### src/rtl/rail_seq_pkg.sv
package rail_seq_pkg;

  localparam int NRAIL = 5;
  localparam int NFLT  = 4;

  typedef enum logic [3:0] {
    ST_SLEEP,
    ST_OFF,
    ST_CUP,
    ST_CON,
    ST_GUP,
    ST_ALL,
    ST_GDN,
    ST_DRN,
    ST_FLT
  } seq_st_e;

  // any fault flag raised
  function automatic logic any_fault(input logic [NFLT-1:0] f);
    return |f;
  endfunction

  // enables form a contiguous run starting at bit 0
  function automatic logic is_prefix(input logic [NRAIL-1:0] m);
    return (m & (m + 1'b1)) == '0;
  endfunction

  // time-out reached
  function automatic logic tmo_hit(input int unsigned cnt, input int unsigned lim);
    return cnt >= lim;
  endfunction

endpackage

### src/rtl/sync_bank.sv
module sync_bank #(
  parameter int WIDTH  = 1,
  parameter int STAGES = 2
) (
  input  logic             clk,
  input  logic             rst_n,
  input  logic [WIDTH-1:0] d_in,
  output logic [WIDTH-1:0] d_out
);

  logic [WIDTH-1:0] stg_q [STAGES];

  genvar s;
  generate
    for (s = 0; s < STAGES; s++) begin : g_stage
      if (s == 0) begin : g_first
        always_ff @(posedge clk or negedge rst_n) begin
          if (!rst_n) stg_q[s] <= '0;
          else        stg_q[s] <= d_in;
        end
      end else begin : g_next
        always_ff @(posedge clk or negedge rst_n) begin
          if (!rst_n) stg_q[s] <= '0;
          else        stg_q[s] <= stg_q[s-1];
        end
      end
    end
  endgenerate

  assign d_out = stg_q[STAGES-1];

endmodule

### src/rtl/shdn_timer.sv
module shdn_timer #(
  parameter int TMO_CYC = 1000
) (
  input  logic clk,
  input  logic rst_n,
  input  logic start,
  input  logic clr,
  output logic expired
);
  import rail_seq_pkg::*;

  localparam int CW = $clog2(TMO_CYC + 1);

  logic [CW-1:0] cnt_q;
  logic          run_q;

  always_ff @(posedge clk or negedge rst_n) begin
    if (!rst_n) begin
      cnt_q <= '0;
      run_q <= 1'b0;
    end else if (clr) begin
      cnt_q <= '0;
      run_q <= 1'b0;
    end else if (start) begin
      cnt_q <= '0;
      run_q <= 1'b1;
    end else if (run_q && !tmo_hit(int'(cnt_q), TMO_CYC)) begin
      cnt_q <= cnt_q + 1'b1;
    end
  end

  assign expired = run_q && tmo_hit(int'(cnt_q), TMO_CYC);


  tmo_bound_chk: assert property (@(posedge clk) disable iff (!rst_n)
    int'(cnt_q) <= TMO_CYC);


  tmo_idle_chk: assert property (@(posedge clk) disable iff (!rst_n)
    !run_q |-> cnt_q == '0);

endmodule

### src/rtl/rail_seq_fsm.sv
module rail_seq_fsm
  import rail_seq_pkg::*;
(
  input  logic             clk,
  input  logic             rst_n,
  input  logic             req_a_s,
  input  logic             req_b_s,
  input  logic             uvlo_s,
  input  logic [NRAIL-1:0] hi_s,
  input  logic             neg_lo_s,
  input  logic [NFLT-1:0]  fault_in,
  input  logic             tmo_exp,
  output logic             tmr_start,
  output logic             tmr_clr,
  output logic [NRAIL-1:0] rail_en,
  output logic             fault_n,
  output logic             sleep
);

  localparam int IW = $clog2(NRAIL);
  localparam logic [IW-1:0] IDX_TOP = IW'(NRAIL - 1);
  localparam logic [IW-1:0] IDX_NEG = IW'(2);
  localparam logic [IW-1:0] IDX_ONE = IW'(1);

  seq_st_e          st_q, st_d;
  logic [NRAIL-1:0] en_q, en_d;
  logic [IW-1:0]    idx_q, idx_d;

  // named internal events
  logic flt_evt;
  logic drain_done;
  logic grp_last;

  assign flt_evt    = any_fault(fault_in);
  assign drain_done = (st_q == ST_DRN) && (neg_lo_s || tmo_exp);
  assign grp_last   = (idx_q == IDX_TOP) && hi_s[idx_q];
  assign tmr_start  = (st_q == ST_GDN) && (idx_q == IDX_NEG);
  assign tmr_clr    = ((st_q != ST_GDN) && (st_q != ST_DRN)) || drain_done;

  always_comb begin
    st_d  = st_q;
    en_d  = en_q;
    idx_d = idx_q;
    if (!uvlo_s) begin
      st_d = ST_SLEEP;
      en_d = '0;
    end else if (flt_evt && st_q != ST_SLEEP) begin
      st_d = ST_FLT;
      en_d = '0;
    end else begin
      unique case (st_q)
        ST_SLEEP: st_d = ST_OFF;
        ST_OFF: begin
          if (req_a_s) begin
            st_d    = ST_CUP;
            en_d[0] = 1'b1;
          end
        end
        ST_CUP: begin
          if (!req_a_s) begin
            st_d    = ST_OFF;
            en_d[0] = 1'b0;
          end else if (hi_s[0]) begin
            st_d = ST_CON;
          end
        end
        ST_CON: begin
          if (!req_a_s) begin
            st_d    = ST_OFF;
            en_d[0] = 1'b0;
          end else if (req_b_s) begin
            st_d    = ST_GUP;
            idx_d   = IDX_ONE;
            en_d[1] = 1'b1;
          end
        end
        ST_GUP: begin
          if (!req_b_s) begin
            st_d  = ST_GDN;
            idx_d = IDX_TOP;
          end else if (grp_last) begin
            st_d = ST_ALL;
          end else if (hi_s[idx_q]) begin
            idx_d       = idx_q + 1'b1;
            en_d[idx_d] = 1'b1;
          end
        end
        ST_ALL: begin
          if (!req_b_s) begin
            st_d  = ST_GDN;
            idx_d = IDX_TOP;
          end
        end
        ST_GDN: begin
          en_d[idx_q] = 1'b0;
          if (idx_q == IDX_ONE) st_d = ST_DRN;
          else                  idx_d = idx_q - 1'b1;
        end
        ST_DRN: begin
          if (drain_done) begin
            if (req_a_s) begin
              st_d = ST_CON;
            end else begin
              st_d    = ST_OFF;
              en_d[0] = 1'b0;
            end
          end
        end
        ST_FLT: begin
          if (!req_a_s && !req_b_s) st_d = ST_OFF;
        end
        default: begin
          st_d = ST_SLEEP;
          en_d = '0;
        end
      endcase
    end
  end

  always_ff @(posedge clk or negedge rst_n) begin
    if (!rst_n) begin
      st_q  <= ST_SLEEP;
      en_q  <= '0;
      idx_q <= '0;
    end else begin
      st_q  <= st_d;
      en_q  <= en_d;
      idx_q <= idx_d;
    end
  end

  assign rail_en = en_q;
  assign fault_n = (st_q != ST_FLT);
  assign sleep   = (st_q == ST_SLEEP);


  sleep_off_chk: assert property (@(posedge clk) disable iff (!rst_n)
    !uvlo_s |=> (rail_en == '0) && sleep);


  flt_kill_chk: assert property (@(posedge clk) disable iff (!rst_n)
    (uvlo_s && flt_evt) |=> (rail_en == '0) && !fault_n);


  flt_hold_chk: assert property (@(posedge clk) disable iff (!rst_n)
    (!fault_n && uvlo_s && (req_a_s || req_b_s)) |=> !fault_n);


  core_last_chk: assert property (@(posedge clk) disable iff (!rst_n)
    $fell(rail_en[0]) |-> rail_en[NRAIL-1:1] == '0);


  core_wait_chk: assert property (@(posedge clk) disable iff (!rst_n)
    ($fell(rail_en[0]) && $past(st_q == ST_DRN)) |-> $past(neg_lo_s || tmo_exp));


  grp_gate_chk: assert property (@(posedge clk) disable iff (!rst_n)
    $rose(rail_en[1]) |-> $past(hi_s[0] && rail_en[0]));

  genvar k;
  generate
    for (k = 1; k < NRAIL; k++) begin : g_ord

      up_order_chk: assert property (@(posedge clk) disable iff (!rst_n)
        $rose(rail_en[k]) |-> rail_en[k-1]);

      if (k < NRAIL - 1) begin : g_dn
        dn_order_chk: assert property (@(posedge clk) disable iff (!rst_n)
          $fell(rail_en[k]) |-> rail_en[NRAIL-1:k+1] == '0);
      end
    end
  endgenerate

endmodule

### src/rtl/rail_seq_ctrl.sv
module rail_seq_ctrl
  import rail_seq_pkg::*;
#(
  parameter int TMO_CYC     = 1000,
  parameter int SYNC_STAGES = 2
) (
  input  logic             clk,
  input  logic             rst_n,
  input  logic             req_core,
  input  logic             req_grp,
  input  logic             uvlo_clr,
  input  logic [NRAIL-1:0] rail_hi,
  input  logic             neg_lo,
  input  logic [NFLT-1:0]  fault_in,
  output logic [NRAIL-1:0] rail_en,
  output logic             fault_n,
  output logic             sleep
);

  localparam int SW = NRAIL + 4;

  logic [SW-1:0]    raw_in, syn_out;
  logic             req_a_s, req_b_s, uvlo_s, neg_lo_s;
  logic [NRAIL-1:0] hi_s;
  logic             tmr_start, tmr_clr, tmo_exp;

  assign raw_in = {neg_lo, rail_hi, uvlo_clr, req_grp, req_core};

  sync_bank #(.WIDTH(SW), .STAGES(SYNC_STAGES)) sync_i (
    .clk   (clk),
    .rst_n (rst_n),
    .d_in  (raw_in),
    .d_out (syn_out)
  );

  assign req_a_s  = syn_out[0];
  assign req_b_s  = syn_out[1];
  assign uvlo_s   = syn_out[2];
  assign hi_s     = syn_out[NRAIL+2:3];
  assign neg_lo_s = syn_out[SW-1];

  shdn_timer #(.TMO_CYC(TMO_CYC)) tmr_i (
    .clk     (clk),
    .rst_n   (rst_n),
    .start   (tmr_start),
    .clr     (tmr_clr),
    .expired (tmo_exp)
  );

  rail_seq_fsm fsm_i (
    .clk       (clk),
    .rst_n     (rst_n),
    .req_a_s   (req_a_s),
    .req_b_s   (req_b_s),
    .uvlo_s    (uvlo_s),
    .hi_s      (hi_s),
    .neg_lo_s  (neg_lo_s),
    .fault_in  (fault_in),
    .tmo_exp   (tmo_exp),
    .tmr_start (tmr_start),
    .tmr_clr   (tmr_clr),
    .rail_en   (rail_en),
    .fault_n   (fault_n),
    .sleep     (sleep)
  );


  prefix_chk: assert property (@(posedge clk) disable iff (!rst_n)
    is_prefix(rail_en));

endmodule

### config.mk
export PLATFORM = sky130hd
export DESIGN_NAME = rail_seq_ctrl
export DESIGN_NICKNAME = d
export VERILOG_FILES = /design/src/rtl/rail_seq_pkg.sv /design/src/rtl/sync_bank.sv /design/src/rtl/shdn_timer.sv /design/src/rtl/rail_seq_fsm.sv /design/src/rtl/rail_seq_ctrl.sv
export SDC_FILE = /design/constraint.sdc
export NUM_CORES = 1
export LEC_CHECK = 0
export CELL_PAD_IN_SITES_DETAIL_PLACEMENT = 2
export CELL_PAD_IN_SITES_GLOBAL_PLACEMENT = 2
export CORE_MARGIN = 2
export CORE_UTILIZATION = 28
export DETAILED_ROUTE_END_ITERATION = 6
export GPL_ROUTABILITY_DRIVEN = 0
export GPL_TIMING_DRIVEN = 0
export HOLD_SLACK_MARGIN = 0.05
export PLACE_DENSITY_LB_ADDON = 0.2
export SKIP_CTS_REPAIR_TIMING = 1
export SLEW_MARGIN = 20
export SYNTH_ARGS = -nofsm -noshare
export SYNTH_HDL_FRONTEND = slang
export SYNTH_HIERARCHICAL = 1
export SYNTH_SLANG_ARGS = --single-unit
### constraint.sdc
create_clock -name clk -period 3 [get_ports clk]
set_clock_uncertainty 0.15 [all_clocks]
set_input_delay 0.6 -clock clk [delete_from_list [all_inputs] [get_ports clk]]
set_output_delay 0.6 -clock clk [all_outputs]
set_load 0.02 [all_outputs]
# Word level (Yosys, flattened, before mapping)
# Index checks and enable logic that the tools add are counted.
[totals] n_memories=0 romBits=0 latchBits=0 input_bits=15 reg_bits=41 ramBits=0 elab_cells=134
[op_classes] muxes=47 bitwise=4 n_div=0 addsub=3 n_lt_le_gt_ge=5 reduce_logical=30 n_shift=0 n_mul=0 n_eq_ne=36
[op_table] op="2-to-1 mux 4 bit" count=13
[op_table] op="one-hot mux 4 bit (9 select lines)" count=1
[op_table] op="inequality test 4 x 3 -> 1 bit (second input constant)" count=8
[op_table] op="2-to-1 mux 10 bit" count=3
[op_table] op="2-to-1 mux 5 bit" count=5
[op_table] op="2-to-1 mux 3 bit" count=7
[op_table] op="equality test 4 x 3 -> 1 bit (second input constant)" count=4
[op_table] op="inequality test 3 x 2 -> 1 bit (second input constant)" count=4
[op_table] op="inequality test 4 bit (second input constant)" count=3
[op_table] op="one-hot mux 3 bit (4 select lines)" count=1
[op_table] op="AND reduction 6 bit" count=2
[op_table] op="adder 10 x 1 -> 10 bit (second input constant)" count=1
[op_table] op="greater-or-equal comparator 10 bit (second input constant)" count=1
[op_table] op="logical AND 1 bit" count=10
[op_table] op="2-to-1 mux 1 bit" count=10
[op_table] op="inequality test 5 x 4 -> 1 bit (second input constant)" count=2
[op_table] op="one-hot mux 3 bit (3 select lines)" count=1
[op_table] op="AND reduction 9 bit" count=1
[op_table] op="equality test 4 x 2 -> 1 bit (second input constant)" count=2
[op_table] op="< comparator 3 x 4 -> 1 bit (second input constant)" count=2
[op_table] op="inequality test 2 bit (second input constant)" count=4
[op_table] op="inequality test 4 x 2 -> 1 bit (second input constant)" count=2
[op_table] op="AND reduction 8 bit" count=1
[op_table] op="nonzero test 4 bit" count=2
[op_table] op="other kinds (30)" count=35

# Logic depth before layout (Yosys ltp)
# Gate-level depths: netlist (run 1).
[depth] depth_word=12 mapped_depth=10 depth_no_buf=8

# Hierarchy
# The synthesis (run 1) kept the hierarchy.
[by_module_without_submodules] mod="rail_seq_fsm" cells_each=181 seq_area_each_um2=300.3 instances=1 area_each_um2=1295.0
[by_module_without_submodules] mod="shdn_timer" cells_each=61 seq_area_each_um2=275.3 instances=1 area_each_um2=608.1
[by_module_without_submodules] mod="sync_bank" cells_each=27 seq_area_each_um2=450.4 instances=1 area_each_um2=518.0

# Worst setup path before layout (run 1)
# OpenSTA, ideal clock, no wires.
[synth_timing] path_type="input-to-reg" start="input fault_in[1]" end="register fsm_i.idx_q[2]" path_buffers=0 slack_ps=369 t_arrival_ps=2360 cell_stages=6 setup_ps=121 path_cell_list="nor4_4 -> nor2_1 -> or3_1 -> or4_4 -> a31o_1 -> a22o_1"
[synth_via] elab_chain_cells=4
[synth_rtl] element="start, declared" line="rail_seq_ctrl.sv:14" source="input logic [NFLT-1:0] fault_in,"
[synth_rtl] element="OR reduction 4 bit" line="rail_seq_pkg.sv:20" source="return |f;"
[synth_rtl] element="logical AND 1 bit" line="rail_seq_fsm.sv:47" source="end else if (flt_evt && st_q != ST_SLEEP) begin"
[synth_rtl] element="inverter 1 bit (no line)"
[synth_rtl] element="AND reduction 9 bit (no line)"
[synth_rtl] element="end signal, assigned" line="rail_seq_fsm.sv:128" source="idx_q <= idx_d;"
[synth_rtl] element="end, declared" line="rail_seq_fsm.sv:27" source="logic [IW-1:0] idx_q, idx_d;"
# Every way passes these cells.
# A chain may end at the register's enable or synchronous reset.

# Worst setup path after layout (run 1)
[layout_timing] start="register fsm_i.st_q[0]" end="output sleep"
[layout_via] elab_chain_cells=1
[layout_rtl] element="start, declared" line="rail_seq_fsm.sv:25" source="seq_st_e st_q, st_d;"
[layout_rtl] element="start signal, assigned" line="rail_seq_fsm.sv:126" source="st_q <= st_d;"
[layout_rtl] element="logical NOT 4 bit" line="rail_seq_fsm.sv:134" source="assign sleep = (st_q == ST_SLEEP);"
[layout_rtl] element="end, declared" line="rail_seq_ctrl.sv:17" source="output logic sleep"
# Every way passes these cells.

==> results of run 1 <==
-- critical path, stage by stage, from the launching register on --
cell and delay, ps:
dfrtp_1 400, clkbuf_1 250, nor4_2 470, clkdlybuf4s50_1 680
-- cell families after synthesis --
group,count (synthesis),synth area share
compound gates,70,0.199
flops,41,0.424
mux,7,0.0295
fa+ha+maj,7,0.0362
xor+xnor,7,0.0253
simple gates,98,0.208
buf+inv,39,0.0786
-- power breakdown --
part	switching [mW]	leakage, nW	internal, mW
clock	0.229	0.0447	0.168
sequential	0.0251	0.529	0.585
combinational	0.395	0.524	0.226
total	0.649	1.10	0.980
-- metrics by stage --
step	cell area (sq um)	power [mW]	cells
after global placement	2760	1.23	395
after global routing	2890	1.74	405
after detailed placement	2780	1.24	396
final	2890	1.63	405
after CTS	2870	1.64	404
after floorplan	2420	1.02	269
-- placed cells by master (no fill, tap or decap), types with 2 or more instances in the layout --
cell / n
a211o_1: 2
nor2b_1: 7
nand3_1: 9
and3_1: 3
buf_2: 3
mux2i_1: 6
buf_4: 11
ha_1: 7
dfrtp_1: 41
or2_2: 3
a22o_1: 2
o21ai_0: 9
o22ai_1: 5
o32ai_1: 2
clkbuf_1: 9
inv_1: 14
xnor2_1: 7
clkbuf_8: 5
nor3_1: 6
o41ai_1: 3
clkdlybuf4s50_1: 20
nor2_1: 25
nand2b_1: 3
a31oi_1: 3
buf_1: 3
o211ai_1: 2
nand2_1: 26
a21oi_1: 22
a211oi_1: 5
and4_1: 2
nand4_1: 4
-- final cells by class --
cell class / count / area [sq um] / area share
clock inverter: 3 / 25.0 / 0.00866
inverter: 14 / 52.6 / 0.0182
timing repair buffer: 24 / 240 / 0.0832
clock buffer: 5 / 68.8 / 0.0238
buffer: 24 / 134 / 0.0463
sequential: 41 / 1030 / 0.355
multi-input combinational: 189 / 1210 / 0.419
tap: 105 / 131 / 0.0455
-- per-layer routing --
layer | global-route usage | vias up | part of all wire
li1 | - | 1010 | -
met4 | 0.0455 | 0 | 0.018
met5 | 0 | - | 0
met2 | 0.262 | 34 | 0.46
met1 | 0.227 | 1066 | 0.49
met3 | 0.0282 | 11 | 0.031
-- registers in the layout, summed over array words and instances, names as in the netlist --
name           count
fsm_i/idx_q        3
fsm_i/rail_en      5
fsm_i/st_q         4
sync_i/d_out       9
sync_i/stg_q       9
tmr_i/cnt_q       10
tmr_i/run_q        1
-- worst paths after layout --
check	start	endpoint	slack, ps
worst max-delay path	fsm_i/st_q[0]$_DFFE_PN0P_	sleep	150
worst min-delay path	rst_n	fsm_i/st_q[3]$_DFFE_PN0P_	70
max in group asynchronous	rst_n	fsm_i/rail_en[2]$_DFFE_PN0P_	2160
worst max register to register	fsm_i/st_q[2]$_DFFE_PN0P_	fsm_i/rail_en[1]$_DFFE_PN0P_	190
worst min register to register	sync_i/stg_q[16]$_DFF_PN0_	sync_i/d_out[7]$_DFF_PN0_	200
min in group clk	sync_i/stg_q[16]$_DFF_PN0_	sync_i/d_out[7]$_DFF_PN0_	200
==> results.md, run 1 <==
- The netlist area before placement is 2420 sq um.
- Summed over all failing endpoints, the final setup total negative slack is 0 ps.
- The path category of the worst min-delay check is primary input to async pin.
- In this run the vertical extent of the chip is about 97 um.
- Headroom to the max-slew limit came out at 0.418.
- The number of max-capacitance violations reported is 0.
- The clock tree synthesis step divided the H-tree into 2 levels.
- Across the VDD grid, the largest voltage drop is 0.172 mV.
- Clock-pin slew was measured on the worst setup and hold paths at approximately 90 ps.
- In the post-route analysis, the smallest setup slack over all paths is approximately 150 ps.
- In the post-synthesis netlist, the biggest area contributors are dfrtp_1 42%, a21oi_1 4.5%, nand2_1 4.0%, nor2_1 3.9%, ha_1 3.6%.
- Setup repair after global routing left no endpoint under its margin.
- In the synthesized netlist the async set-or-reset flop fraction comes to 1.00.
- The die is roughly 97 um wide.
- The number of antenna violations at the first check in global routing was 0.
- During placement, the flow inserted port buffers numbering 21.
- Derived from the worst setup path, the maximum achievable clock frequency is 351 MHz.
- The number of design rule violations left after detail routing is 0.
- The largest total area in the synthesized netlist belongs to dfrtp_1.
- The number of buffers added by the clock tree synthesis step is 5.
- In this run, the number of DRC markers left after iteration 0 of detailed routing was 64.
- After filler insertion, the fill cell instance count of the layout stands at ~950.
- The net count after synthesis is about 290.
- In the final routed layout, each cell accounts on average for between 15 and 20 um.
- The kind of capture point of the worst setup path is an output pin.
- The clock latency of the later-clocked register in the worst-skew pair is approximately 310 ps.
- For this design the top-level I/O count stands at 22.
- Once detail routing completed, the nets flagged for antenna violations numbered 0.
- For this run, the leading register cell type out of synthesis is dfrtp_1.
- The largest fanout on the critical path is 10.
- The leakage power total is between 1 and 1.5 nW.
- The type of the setup path with the least slack is flop to output pin.
- The final layout contains routed wiring with a total length of roughly 7300 um.
- The worst-case reg-to-reg path depth is 7.
- The element type at the critical path start is a flop.
- Dividing the synthesized area by the synthesized cell count gives 9.00 sq um.
- Entering global routing, the biggest net connects 27 pins.
- The hold violation count in the final report was 0.
- The number of endpoints failing setup at the final stage is 0.
- The final core utilization is 0.348.
- The HPWL after detailed placement is about 5400 um.
- The number of antenna diodes is 0.
- The worst path in the final design needs a cycle of about 2900 ps, including I/O delays and setup.
- The area growth from synthesis to layout is 19.3%.
- The total number of vias is roughly 2100.
- Counting every sink on the clock net gives 41.
- The effective utilization at floorplan is 0.292.
- The power density over the cells is ~560 nW/um^2.
- The core region is around 8300 sq um.
- The hold slack is between 60 and 70 ps.
- Dividing the final minimum period by the clock period gives 0.950.
- Before CTS, the worst setup slack after placement is -359 ps.
- The global-route wire length before repair is approximately 12000 um.
- In the synthesized netlist, the cells that appear most often are 41 x dfrtp_1, 26 x nand2_1, 25 x nor2_1, 22 x a21oi_1, 14 x inv_1.
- In the final layout, the share of cells above drive strength 1 is 0.117.
- At the end of the flow, the number of nets in the layout was between 300 and 400.
- TritonCTS built the clock tree.
- The fraction of synthesized cell area taken by the top area cell type is 0.424.
- The total overflow left after global routing is 0.
- Data on the critical path is required at its endpoint by 2250 ps.
- The combined global-route utilization of all metal layers is 0.163.
- The site row count is 33.
- The number of cells produced by synthesis is roughly 270.
- The number of global-route vias before repair is between 2000 and 2500.
- The register bit total from synthesis is 41.
- At the pin with the least slew margin, the transition time is around 870 ps.
- The max-slew violation count is 0.
- The count of warnings emitted by yosys is 6.
- Counting flops with a built-in enable in the synthesized netlist gives 0.
- The share of the Yosys chip area taken by registers is 0.424.
- The worst-case clock buffer depth is 2.
- Among all cell types in the netlist, the one instantiated most often is dfrtp_1.
- The via density per instance is between 5 and 6.
- The die outline area is 9410 sq um.
- The total iterations of the first detailed-routing run is 4.
- The synthesized netlist contains between 50 and 60 unique library cells.
- The arrival time reported for the critical path endpoint is 2100 ps.
- In this run the clock root is driven by a clkbuf_8.
- The run finished with clean final reports.
No activity file was read; power rests on OpenSTA's default activity.
==> inputs of run 2 (changes only) <==
--- a/config.mk
+++ b/config.mk
@@ -8,9 +8,8 @@
 export CELL_PAD_IN_SITES_DETAIL_PLACEMENT = 2
 export CELL_PAD_IN_SITES_GLOBAL_PLACEMENT = 2
 export CORE_MARGIN = 2
-export CORE_UTILIZATION = 28
+export CORE_UTILIZATION = 36
 export DETAILED_ROUTE_END_ITERATION = 6
-export GPL_ROUTABILITY_DRIVEN = 0
 export GPL_TIMING_DRIVEN = 0
 export HOLD_SLACK_MARGIN = 0.05
 export PLACE_DENSITY_LB_ADDON = 0.2
==> results.md, run 2 (synthesized netlist as in run 1, its figures left out) <==
- The type of the setup path with the least slack is primary input to flop.
- The die outline area is 7400 sq um (-21%).
- The number of design rule violations left after detail routing came to 0 (unchanged).
- The clock latency of the later-clocked register in the worst-skew pair is 300 ps (about the same).
- The root buffer cell chosen for the clock tree is clkbuf_8.
- The effective utilization at floorplan is 0.377 (+0.0852).
- The total iterations of the first detailed-routing run is 4 (unchanged).
- The combined global-route utilization of all metal layers came to 0.219 (+0.0561).
- The via density per instance is 5.78 (+10%).
- The required time of the critical path came to 3050 ps (+800 ps).
- The remaining number of nets flagged by the antenna check after routing is 0 (unchanged).
- The register ranked first by flip-flop count is tmr_i/cnt_q.
- The net count of the finished layout came to 322 (+0.31%).
- The site row count came to 29 (-12%).
- The leakage power total is 1.12 nW (+2.0%).
- The number of antenna violations at the first check in global routing is 0 (unchanged).
- The highest clock frequency the design can meet came to 343 MHz (-2.2%).
- TritonCTS built the clock tree.
- The power density over the cells is 596 nW/um^2 (+5.6%).
- The total number of vias is 2186 (+3.1%).
- STA classifies the critical path endpoint as a flop.
- In this run the worst hold path is classified as primary input to async pin.
- The area growth from synthesis to layout is 19.5%.
- The largest fanout on the critical path is 7 (-3).
- The sum of met3 wire segment lengths after detailed routing is 250 um (+11%).
- The transition time at the pin with the least slew margin is 830 ps (-37.5 ps).
- The arrival time reported for the critical path endpoint came to 2970 ps (+870 ps).
- The final routed wirelength across all metal layers is 7660 um (+4.7%).
- The hold violation count in the final report was 0 (unchanged).
- The max-slew violation count is 0 (unchanged).
- The placer's final routability congestion estimate is just over 0.8.
- The global-route wire length before repair is 12400 um (+0.56%).
- The count of H-tree levels built during CTS was 2 (unchanged).
- The most frequent standard cell in the layout excluding fill and tap cells is dfrtp_1.
- The number of buffers added by the clock tree synthesis step is 5 (unchanged).
- The number of DRC markers in iteration 0 is 125 (+95%).
- The worst-case clock buffer depth is 2 (unchanged).
- The horizontal extent of the die was 86.0 um (-11%).
- The uppermost signal routing layer after detailed routing is met4.
- The number of flip-flops under the largest register name is 10 (unchanged).
- The detailed-placement wirelength estimate is 5510 um (+2.5%).
- The remaining max-slew budget at the tightest pin is 0.443 (+0.0252).
- STA classifies the critical path startpoint as a primary input.
- In the layout the commonest cells are 41 x dfrtp_1, 26 x nand2_1, 25 x nor2_1, 22 x a21oi_1, 20 x clkdlybuf4s50_1.
- The number of endpoints failing setup at the final stage is 0 (unchanged).
- The number of max-capacitance violations reported is 0 (unchanged).
- The setup TNS is 0 ps (unchanged).
- The post-place setup slack came to -343 ps (+16.0 ps).
- The post-detailed-route wirelength per cell is 20.3 um (+12%).
- The clock input transition at the sequential cells of the worst setup and hold paths is 90 ps (about the same).
- The worst-case vdd ir drop is 0.236 mV (+37%).
- The number of antenna diodes is 0 (unchanged).
- The die boundary height is 86.0 um (-11%).
- The number of global-route vias before repair came to 2283 (-2.5%).
- The number of sinks driven by the clock tree is 41 (unchanged).
- The number of input and output port buffers inserted was 21 (unchanged).
- The met1 wire length is 3520 um (-1.8%).
- The final period demand of the worst path came to 2910 ps (+64.5 ps).
- The fraction of final layout cells sized beyond drive strength 1 is 0.123 (+0.00626).
- The met2 wire length is 3830 um (+14%).
- Setup repair after global routing left no endpoint under its margin.
- The final clock period utilization by the worst path was 0.972 (+0.0215).
- The maximum number of pins on one net before global-route repair came to 23 (-15%).
- The aggregate global routing overflow is 0 (unchanged).
- The flow ran to the end, and the final reports show no timing, DRC or antenna violations.
- The total I/O pin count came to 22 (unchanged).
- The area of the core region came to 6420 sq um (-23%).
- The worst setup margin was 85.1 ps (-64.5 ps).
run 2: path summary, 6_finish.rpt:
check	startpoint	to	slack [ps]	cells past startpoint
max	fault_in[2]	fsm_i/idx_q[2]$_DFFE_PN0P_	90	8
min	rst_n	sync_i/stg_q[10]$_DFF_PN0_	110	1
max reg2reg	fsm_i/st_q[1]$_DFFE_PN0P_	fsm_i/idx_q[2]$_DFFE_PN0P_	280	7
min reg2reg	sync_i/stg_q[12]$_DFF_PN0_	sync_i/d_out[3]$_DFF_PN0_	210	0
max in group asynchronous	rst_n	fsm_i/rail_en[0]$_DFFE_PN0P_	2090	2
min in group clk	sync_i/stg_q[12]$_DFF_PN0_	sync_i/d_out[3]$_DFF_PN0_	210	0
run 2: worst max-delay path, stage by stage:
cell and delay (ps):
clkdlybuf4s50_1 450, nor4_4 280, buf_4 190, nor2_1 40
or3_1 360, or4_4 600, a31o_1 210, a22o_1 220
run 2: final cells by class:
type	instances	area [sq um]
Fill cell	730	3530
Multi-Input combinational cell	189	1210
Sequential cell	41	1030
Timing Repair Buffer	25	255
Buffer	24	135
Tap cell	77	96.3
Clock buffer	5	68.8
Inverter	14	52.6
Clock inverter	3	46.3
run 2: routing by layer:
metal  vias to the layer above  track usage
met5                         -            0
met4                         0       0.0476
met3                         5       0.0337
met2                        31        0.369
met1                      1132        0.298
li1                       1018            -
run 2: through the flow:
stage / hold slack, ps / util / cell area [sq um] / cells / power [mW]
floorplan: 154 / - / 2420 / 269 / 1.02
global placement: 182 / 0.425 / 2730 / 367 / 1.22
detailed placement: 187 / 0.428 / 2750 / 368 / 1.25
CTS: 117 / 0.446 / 2870 / 376 / 1.73
global route: 130 / 0.450 / 2890 / 378 / 1.83
finish: 107 / 0.450 / 2890 / 378 / 1.72
run 2: power breakdown:
group / switching, mW / internal, mW
Sequential: 0.0280 / 0.585
Clock: 0.221 / 0.249
Combinational: 0.411 / 0.229
